`config.mk`:
```
export PLATFORM = sky130hd
export DESIGN_NAME = gpio_out_port
export DESIGN_NICKNAME = d
export VERILOG_FILES = /design/src/rtl/gpio_out_pkg.sv /design/src/rtl/gpio_wr_decode.sv /design/src/rtl/gpio_latch_bank.sv /design/src/rtl/gpio_dir_reg.sv /design/src/rtl/gpio_read_mux.sv /design/src/rtl/gpio_out_port.sv
export SDC_FILE = /design/constraint.sdc
export NUM_CORES = 1
export LEC_CHECK = 0
export BUFFER_PORTS_ARGS = -buffer_cell sky130_fd_sc_hd__buf_2
export CAP_MARGIN = 20
export CORE_ASPECT_RATIO = 2
export CORE_MARGIN = 2
export CORE_UTILIZATION = 41
export DETAILED_ROUTE_END_ITERATION = 10
export GPL_TIMING_DRIVEN = 0
export PLACE_DENSITY = 0.8
export SETUP_SLACK_MARGIN = 0.1
export SLEW_MARGIN = 20
export SYNTH_ARGS = -nofsm -noshare
export SYNTH_HDL_FRONTEND = slang
export SYNTH_SLANG_ARGS = --single-unit
```
`constraint.sdc`:
```
create_clock -name clk -period 1.18 [get_ports clk]
set_input_delay 0.059 -clock clk [delete_from_list [all_inputs] [get_ports clk]]
set_output_delay 0.059 -clock clk [all_outputs]
set_load 0.05 [all_outputs]
```
`src/rtl/gpio_out_pkg.sv`:
```
// Shared constants and types for the output port.
// Assumes word-indexed register addresses and one access per cycle.
package gpio_out_pkg;

    localparam int REG_W  = 32;
    localparam int ADDR_W = 3;

    typedef enum logic [ADDR_W-1:0] {
        A_DATA = 3'd0,
        A_DIR  = 3'd1,
        A_SET  = 3'd2,
        A_CLR  = 3'd3,
        A_TGL  = 3'd4
    } reg_addr_e;

    // One strobe per writable register; at most one is high in a cycle.
    typedef struct packed {
        logic data;
        logic dir;
        logic set;
        logic clr;
        logic tgl;
    } wr_stb_t;

endpackage

```
`src/rtl/gpio_wr_decode.sv`:
```
// Turns the write strobe and address into one strobe per register.
// Assumes unmapped addresses must produce no strobe.
module gpio_wr_decode
    import gpio_out_pkg::*;
(
    input  logic              wr_en,
    input  logic [ADDR_W-1:0] addr,
    output wr_stb_t           stb
);

    // Decode the address into register strobes.
    always_comb begin
        stb = '0;
        if (wr_en) begin
            case (reg_addr_e'(addr))
                A_DATA:  stb.data = 1'b1;
                A_DIR:   stb.dir  = 1'b1;
                A_SET:   stb.set  = 1'b1;
                A_CLR:   stb.clr  = 1'b1;
                A_TGL:   stb.tgl  = 1'b1;
                default: stb      = '0;
            endcase
        end
    end

    // an unmapped address raises no strobe.
    always_comb begin
        if (addr > ADDR_W'(4)) begin
            p_no_stb_unmapped_r10: assert (stb == '0);
        end
    end

endmodule

```
`src/rtl/gpio_latch_bank.sv`:
```
// Output data latch, one flop per pin, updated by a data load or by
// the set, clear and toggle aliases. Assumes that at most one strobe is high.
module gpio_latch_bank
    import gpio_out_pkg::*;
#(
    parameter int PINS = 8
) (
    input  logic            clk,
    input  logic            rst_n,
    input  wr_stb_t         stb,
    input  logic [PINS-1:0] wbits,
    output logic [PINS-1:0] q
);

    for (genvar i = 0; i < PINS; i++) begin : g_bit
        logic nxt;

        // Choose the next value for this bit.
        always_comb begin
            nxt = q[i];
            if (stb.data)                 nxt = wbits[i];
            else if (stb.set && wbits[i]) nxt = 1'b1;
            else if (stb.clr && wbits[i]) nxt = 1'b0;
            else if (stb.tgl && wbits[i]) nxt = ~q[i];
        end

        // Store the bit; reset clears it.
        always_ff @(posedge clk) begin
            if (!rst_n) q[i] <= 1'b0;
            else        q[i] <= nxt;
        end

        p_set_high_r2: assert property (@(posedge clk) disable iff (!rst_n)
            (stb.set && wbits[i]) |=> q[i]);
        p_clr_low_r3: assert property (@(posedge clk) disable iff (!rst_n)
            (stb.clr && wbits[i]) |=> !q[i]);
        p_tgl_flip_r4: assert property (@(posedge clk) disable iff (!rst_n)
            (stb.tgl && wbits[i]) |=> (q[i] != $past(q[i])));
        p_zero_hold_r5: assert property (@(posedge clk) disable iff (!rst_n)
            ((stb.set || stb.clr || stb.tgl) && !wbits[i]) |=> $stable(q[i]));
        p_load_r7: assert property (@(posedge clk) disable iff (!rst_n)
            stb.data |=> (q[i] == $past(wbits[i])));
    end

    p_one_stb: assert property (@(posedge clk) disable iff (!rst_n)
        $onehot0(stb));

endmodule

```
`src/rtl/gpio_dir_reg.sv`:
```
// Direction register: one bit per pin, 1 means the pin is driven.
// Assumes a reset to all inputs.
module gpio_dir_reg
    import gpio_out_pkg::*;
#(
    parameter int PINS = 8
) (
    input  logic            clk,
    input  logic            rst_n,
    input  wr_stb_t         stb,
    input  logic [PINS-1:0] wbits,
    output logic [PINS-1:0] dir
);

    // Load the direction bits on a direction write.
    always_ff @(posedge clk) begin
        if (!rst_n)       dir <= '0;
        else if (stb.dir) dir <= wbits;
    end

    p_dir_hold_r8: assert property (@(posedge clk) disable iff (!rst_n)
        !stb.dir |=> $stable(dir));

endmodule

```
`src/rtl/gpio_read_mux.sv`:
```
// Combinational read-back. Aliases and unmapped addresses return zero,
// and the upper bits are always zero.
module gpio_read_mux
    import gpio_out_pkg::*;
#(
    parameter int PINS = 8
) (
    input  logic [ADDR_W-1:0] addr,
    input  logic [PINS-1:0]   latch,
    input  logic [PINS-1:0]   dir,
    output logic [REG_W-1:0]  rdata
);

    // Select the register addressed for read.
    always_comb begin
        rdata = '0;
        case (reg_addr_e'(addr))
            A_DATA:  rdata[PINS-1:0] = latch;
            A_DIR:   rdata[PINS-1:0] = dir;
            default: rdata = '0;
        endcase
    end

    // alias reads return zero. R10: upper bits are always zero.
    always_comb begin
        if (addr >= ADDR_W'(2)) begin
            p_alias_zero_r6: assert (rdata == '0);
        end
        p_upper_zero_r10: assert (rdata[REG_W-1:PINS] == '0);
    end

endmodule

```
`src/rtl/gpio_out_port.sv`:
```
// Top level of the output port. It ties together the write decode, the
// latch bank, the direction register and the read mux, and masks the
// driven level by direction. Assumes 1 <= PINS < 32.
module gpio_out_port
    import gpio_out_pkg::*;
#(
    parameter int PINS = 8
) (
    input  logic              clk,
    input  logic              rst_n,
    input  logic              wr_en,
    input  logic [2:0]        addr,
    input  logic [31:0]       wdata,
    output logic [31:0]       rdata,
    output logic [PINS-1:0]   pin_out,
    output logic [PINS-1:0]   pin_oe
);

    wr_stb_t         stb;
    logic [PINS-1:0] latch_q;
    logic [PINS-1:0] dir_q;
    logic            unused_hi;

    assign unused_hi = ^wdata[REG_W-1:PINS];

    gpio_wr_decode i_dec (
        .wr_en (wr_en),
        .addr  (addr),
        .stb   (stb)
    );

    gpio_latch_bank #(.PINS(PINS)) i_latch (
        .clk   (clk),
        .rst_n (rst_n),
        .stb   (stb),
        .wbits (wdata[PINS-1:0]),
        .q     (latch_q)
    );

    gpio_dir_reg #(.PINS(PINS)) i_dir (
        .clk   (clk),
        .rst_n (rst_n),
        .stb   (stb),
        .wbits (wdata[PINS-1:0]),
        .dir   (dir_q)
    );

    gpio_read_mux #(.PINS(PINS)) i_rd (
        .addr  (addr),
        .latch (latch_q),
        .dir   (dir_q),
        .rdata (rdata)
    );

    // Drive only the pins configured as outputs.
    always_comb begin
        pin_oe  = dir_q;
        pin_out = latch_q & dir_q;
    end

    p_oe_load_r8: assert property (@(posedge clk) disable iff (!rst_n)
        (wr_en && addr == 3'd1) |=> (pin_oe == $past(wdata[PINS-1:0])));
    p_out_follow_r9: assert property (@(posedge clk) disable iff (!rst_n)
        (wr_en && addr == 3'd2 && pin_oe == '1 && $stable(pin_oe))
            |=> ((pin_out & $past(wdata[PINS-1:0])) == $past(wdata[PINS-1:0])));
    p_unmapped_r10: assert property (@(posedge clk) disable iff (!rst_n)
        (wr_en && addr > 3'd4) |=> ($stable(pin_out) && $stable(pin_oe)));

endmodule

```
==> qor.yml <==
cts:
  cts_sinks: 16
  cts.reportedPaths.clkPinSlew_ns: 0.06
  cts_buffers: 3
  cts.path.max_buffers: 2
  root_buffer: "clkbuf_8"
  cts_tree: "done"
  htree_levels: 1
  clk-insertion-delay-late_ns: 0.25
sta:
  finalSetupTns_ns: 0
  hold_viol: 0
  setup_viol: 0
  fmax_mhz: 935
  period_minus_slack_ns: 1.07
  fin_skew_ns: 0
  rsz0062_at_grt: "yes"
  post-route-period-util: 0.906
  drv_slew: 0
die:
  dieArea_mm2: 0.00347
  fp.dieW_um: 42.7
  die_height_um: 81.4
  initial_core_util: 0.422
  coreArea_mm2: 0.00291
  ios: 86
  core.rowCount: 28
cells_and_area:
  multiInputGateArea_um2: 866
  ff_latch_area_um2: 348
  nFillCells: 254
  antenna_cells: 0
  layout.nets: 245
  layout-drive-gt1-share: 0.561
  layout_common_cells: "buf_4 (35), conb_1 (24), buf_2 (24)"
  area_growth_pct: 52.9
  layout_commonest_cell: "buf_4"
critical_path:
  worstSetupEndpointType: "register"
  slowest_stage: "dfxtp_2"
  crit_chain: "nand2_1, o311a_1, o221a_1"
  crit_type: "register to register"
  critPathTopFamily: "compound AO/OA/AOI/OAI gates"
  arrival_ns: 1.21
  slowest_delay_ns: 0.37
  r2r_start: "i_latch.q[4]$_SDFFE_PN0P_"
  worst-path-max-fanout: 4
  crit_required_ns: 1.32
  startpoint_type: "register"
  cp_num_buf_inv: 0
  crit_start: "i_latch.q[4]$_SDFFE_PN0P_"
power_and_ir_drop:
  p_leak_nw: 0.849
  p_total_mw: 1.54
  power_frac_clock: 0.272
  p_per_area_mw_per_mm2: 822
  combPwrFrac: 0.353
  p_sw_frac: 0.363
  switching_power_mw: 0.560
  seqPwrFrac: 0.374
  intPower_mw: 0.983
  vdd_drop_max_mv: 0.758
route:
  drt_pre_antenna_iters: 4
  ant_nets: 0
  num_vias: 1214
  drc_errors: 0
  drtIter0Drc: 35
  vias_per_cell: 5.17
  drt-wirelength-per-cell_um: 13.7
  routed_wl_um: 3220
status:
  status: "finished clean"
synth:
  synthFlopType: "dfxtp_1"
  synth-seq-area-share: 0.261
  synth_edf_count: 0
  synth-async-reset-ratio: 0
  ys_types: 19
  yosys_warnings: 0
  syn_inst: 135
  avgSynthCellArea_um2: 9.09
  mappedNetlistArea_mm2: 0.00123
  synth_seq_cells: 16
grt:
  grt_usage: 0.169
  antenna_found_initial: 0
  grt_pass1_wl_um: 4640
  grt_max_degree: 11
  grt_pass1_vias: 1029
  grt_overflow: 0
placement:
  globalplace.congestion: 0.817
  io_buffers: 36
  dp_hpwl_um: 2260
run:
  maxCapViolCount: 0
min_path:
  holdCritPathClass: "input pin to register"
  min_from: "wdata[7]"
==> per-stage QoR <==
stage                     hold WS [ns]  instances  area (um2)  worst slack, ns   util
after floorplan                  0.187        158        1390            0.135      -
after global placement           0.357        224        1610           -0.127  0.552
after detailed placement         0.373        224        1610           -0.136  0.552
after CTS                        0.114        227        1730           0.0890  0.595
after global routing             0.123        235        1880           0.0736  0.645
final                            0.108        235        1880            0.111  0.645
==> flip-flops by register name (all words and copies together) (netlist names) <==
register,count
i_dir.dir,8
i_latch.q,8
==> power by group through the flow <==
stage	clock, mW	sequential (mW)	combinational (mW)
2_1_floorplan	0	0.603	0.387
3_3_place_gp	0	0.586	0.480
3_5_place_dp	0	0.586	0.484
4_1_cts	0.417	0.576	0.499
5_1_grt	0.445	0.580	0.569
6_report	0.420	0.578	0.545
==> path summary, 6_finish.rpt <==
path / endpoint / slack, ns / cells past startpoint
setup / recovery: i_latch.q[4]$_SDFFE_PN0P_ / 0.11 / 3
hold / removal: i_dir.dir[7]$_SDFFE_PN0P_ / 0.11 / 3
hold reg to reg: i_dir.dir[0]$_SDFFE_PN0P_ / 0.54 / 2
setup reg to reg: i_latch.q[4]$_SDFFE_PN0P_ / 0.11 / 3
==> metal layers <==
layer / wire, um / global-route usage
met5: 0 / 0
met4: 47 / 0.0750
met3: 190 / 0.0178
met2: 1750 / 0.312
met1: 1230 / 0.189
==> kinds of logic (layout without fill, tap and decap cells) <==
kind of cell / count (synthesis) / count (layout) / synth area share
multiplexers: 16 / 16 / 0.130
buffers and inverters: 33 / 80 / 0.203
flip-flops: 16 / 16 / 0.261
AND/OR/NAND/NOR: 45 / 45 / 0.231
AO/OA/AOI/OAI: 24 / 24 / 0.171
other: 1 / 24 / 0.00306
==> repair_timing <==
item                       4_1_cts  5_1_grt
pin swaps                        0        7
hold endpoints to repair         0        0
gates cloned                     0        0
hold buffers                     0        0
setup buffers                    0        8
setup endpoints to repair       17       16
resized for setup               27       25
==> worst reg2reg max path: cells and delay by family, from the launching register on <==
family	cells	cell delay, ns
AO/OA/AOI/OAI	2	0.53
flip-flops	1	0.37
AND/OR/NAND/NOR	1	0.06
==> synth_stat cells, drive strengths merged, types with 3 or more instances <==
cell / number / area share
and2: 8 / 0.041
and4b: 8 / 0.065
buf: 30 / 0.19
clkbuf: 3 / 0.0092
dfxtp: 16 / 0.26
mux2i: 16 / 0.13
nand2: 9 / 0.028
nor2: 8 / 0.024
nor2b: 8 / 0.041
o21ai: 8 / 0.033
o221a: 8 / 0.073
o311a: 8 / 0.065
==> area by class of cell <==
class | instances | area share
Multi-Input combinational cell | 109 | 0.461
Sequential cell | 16 | 0.185
Timing Repair Buffer | 44 | 0.164
Buffer | 33 | 0.147
Clock buffer | 3 | 0.0220
Tap cell | 30 | 0.0200
Note: power is estimated with default switching activity, not from simulation.
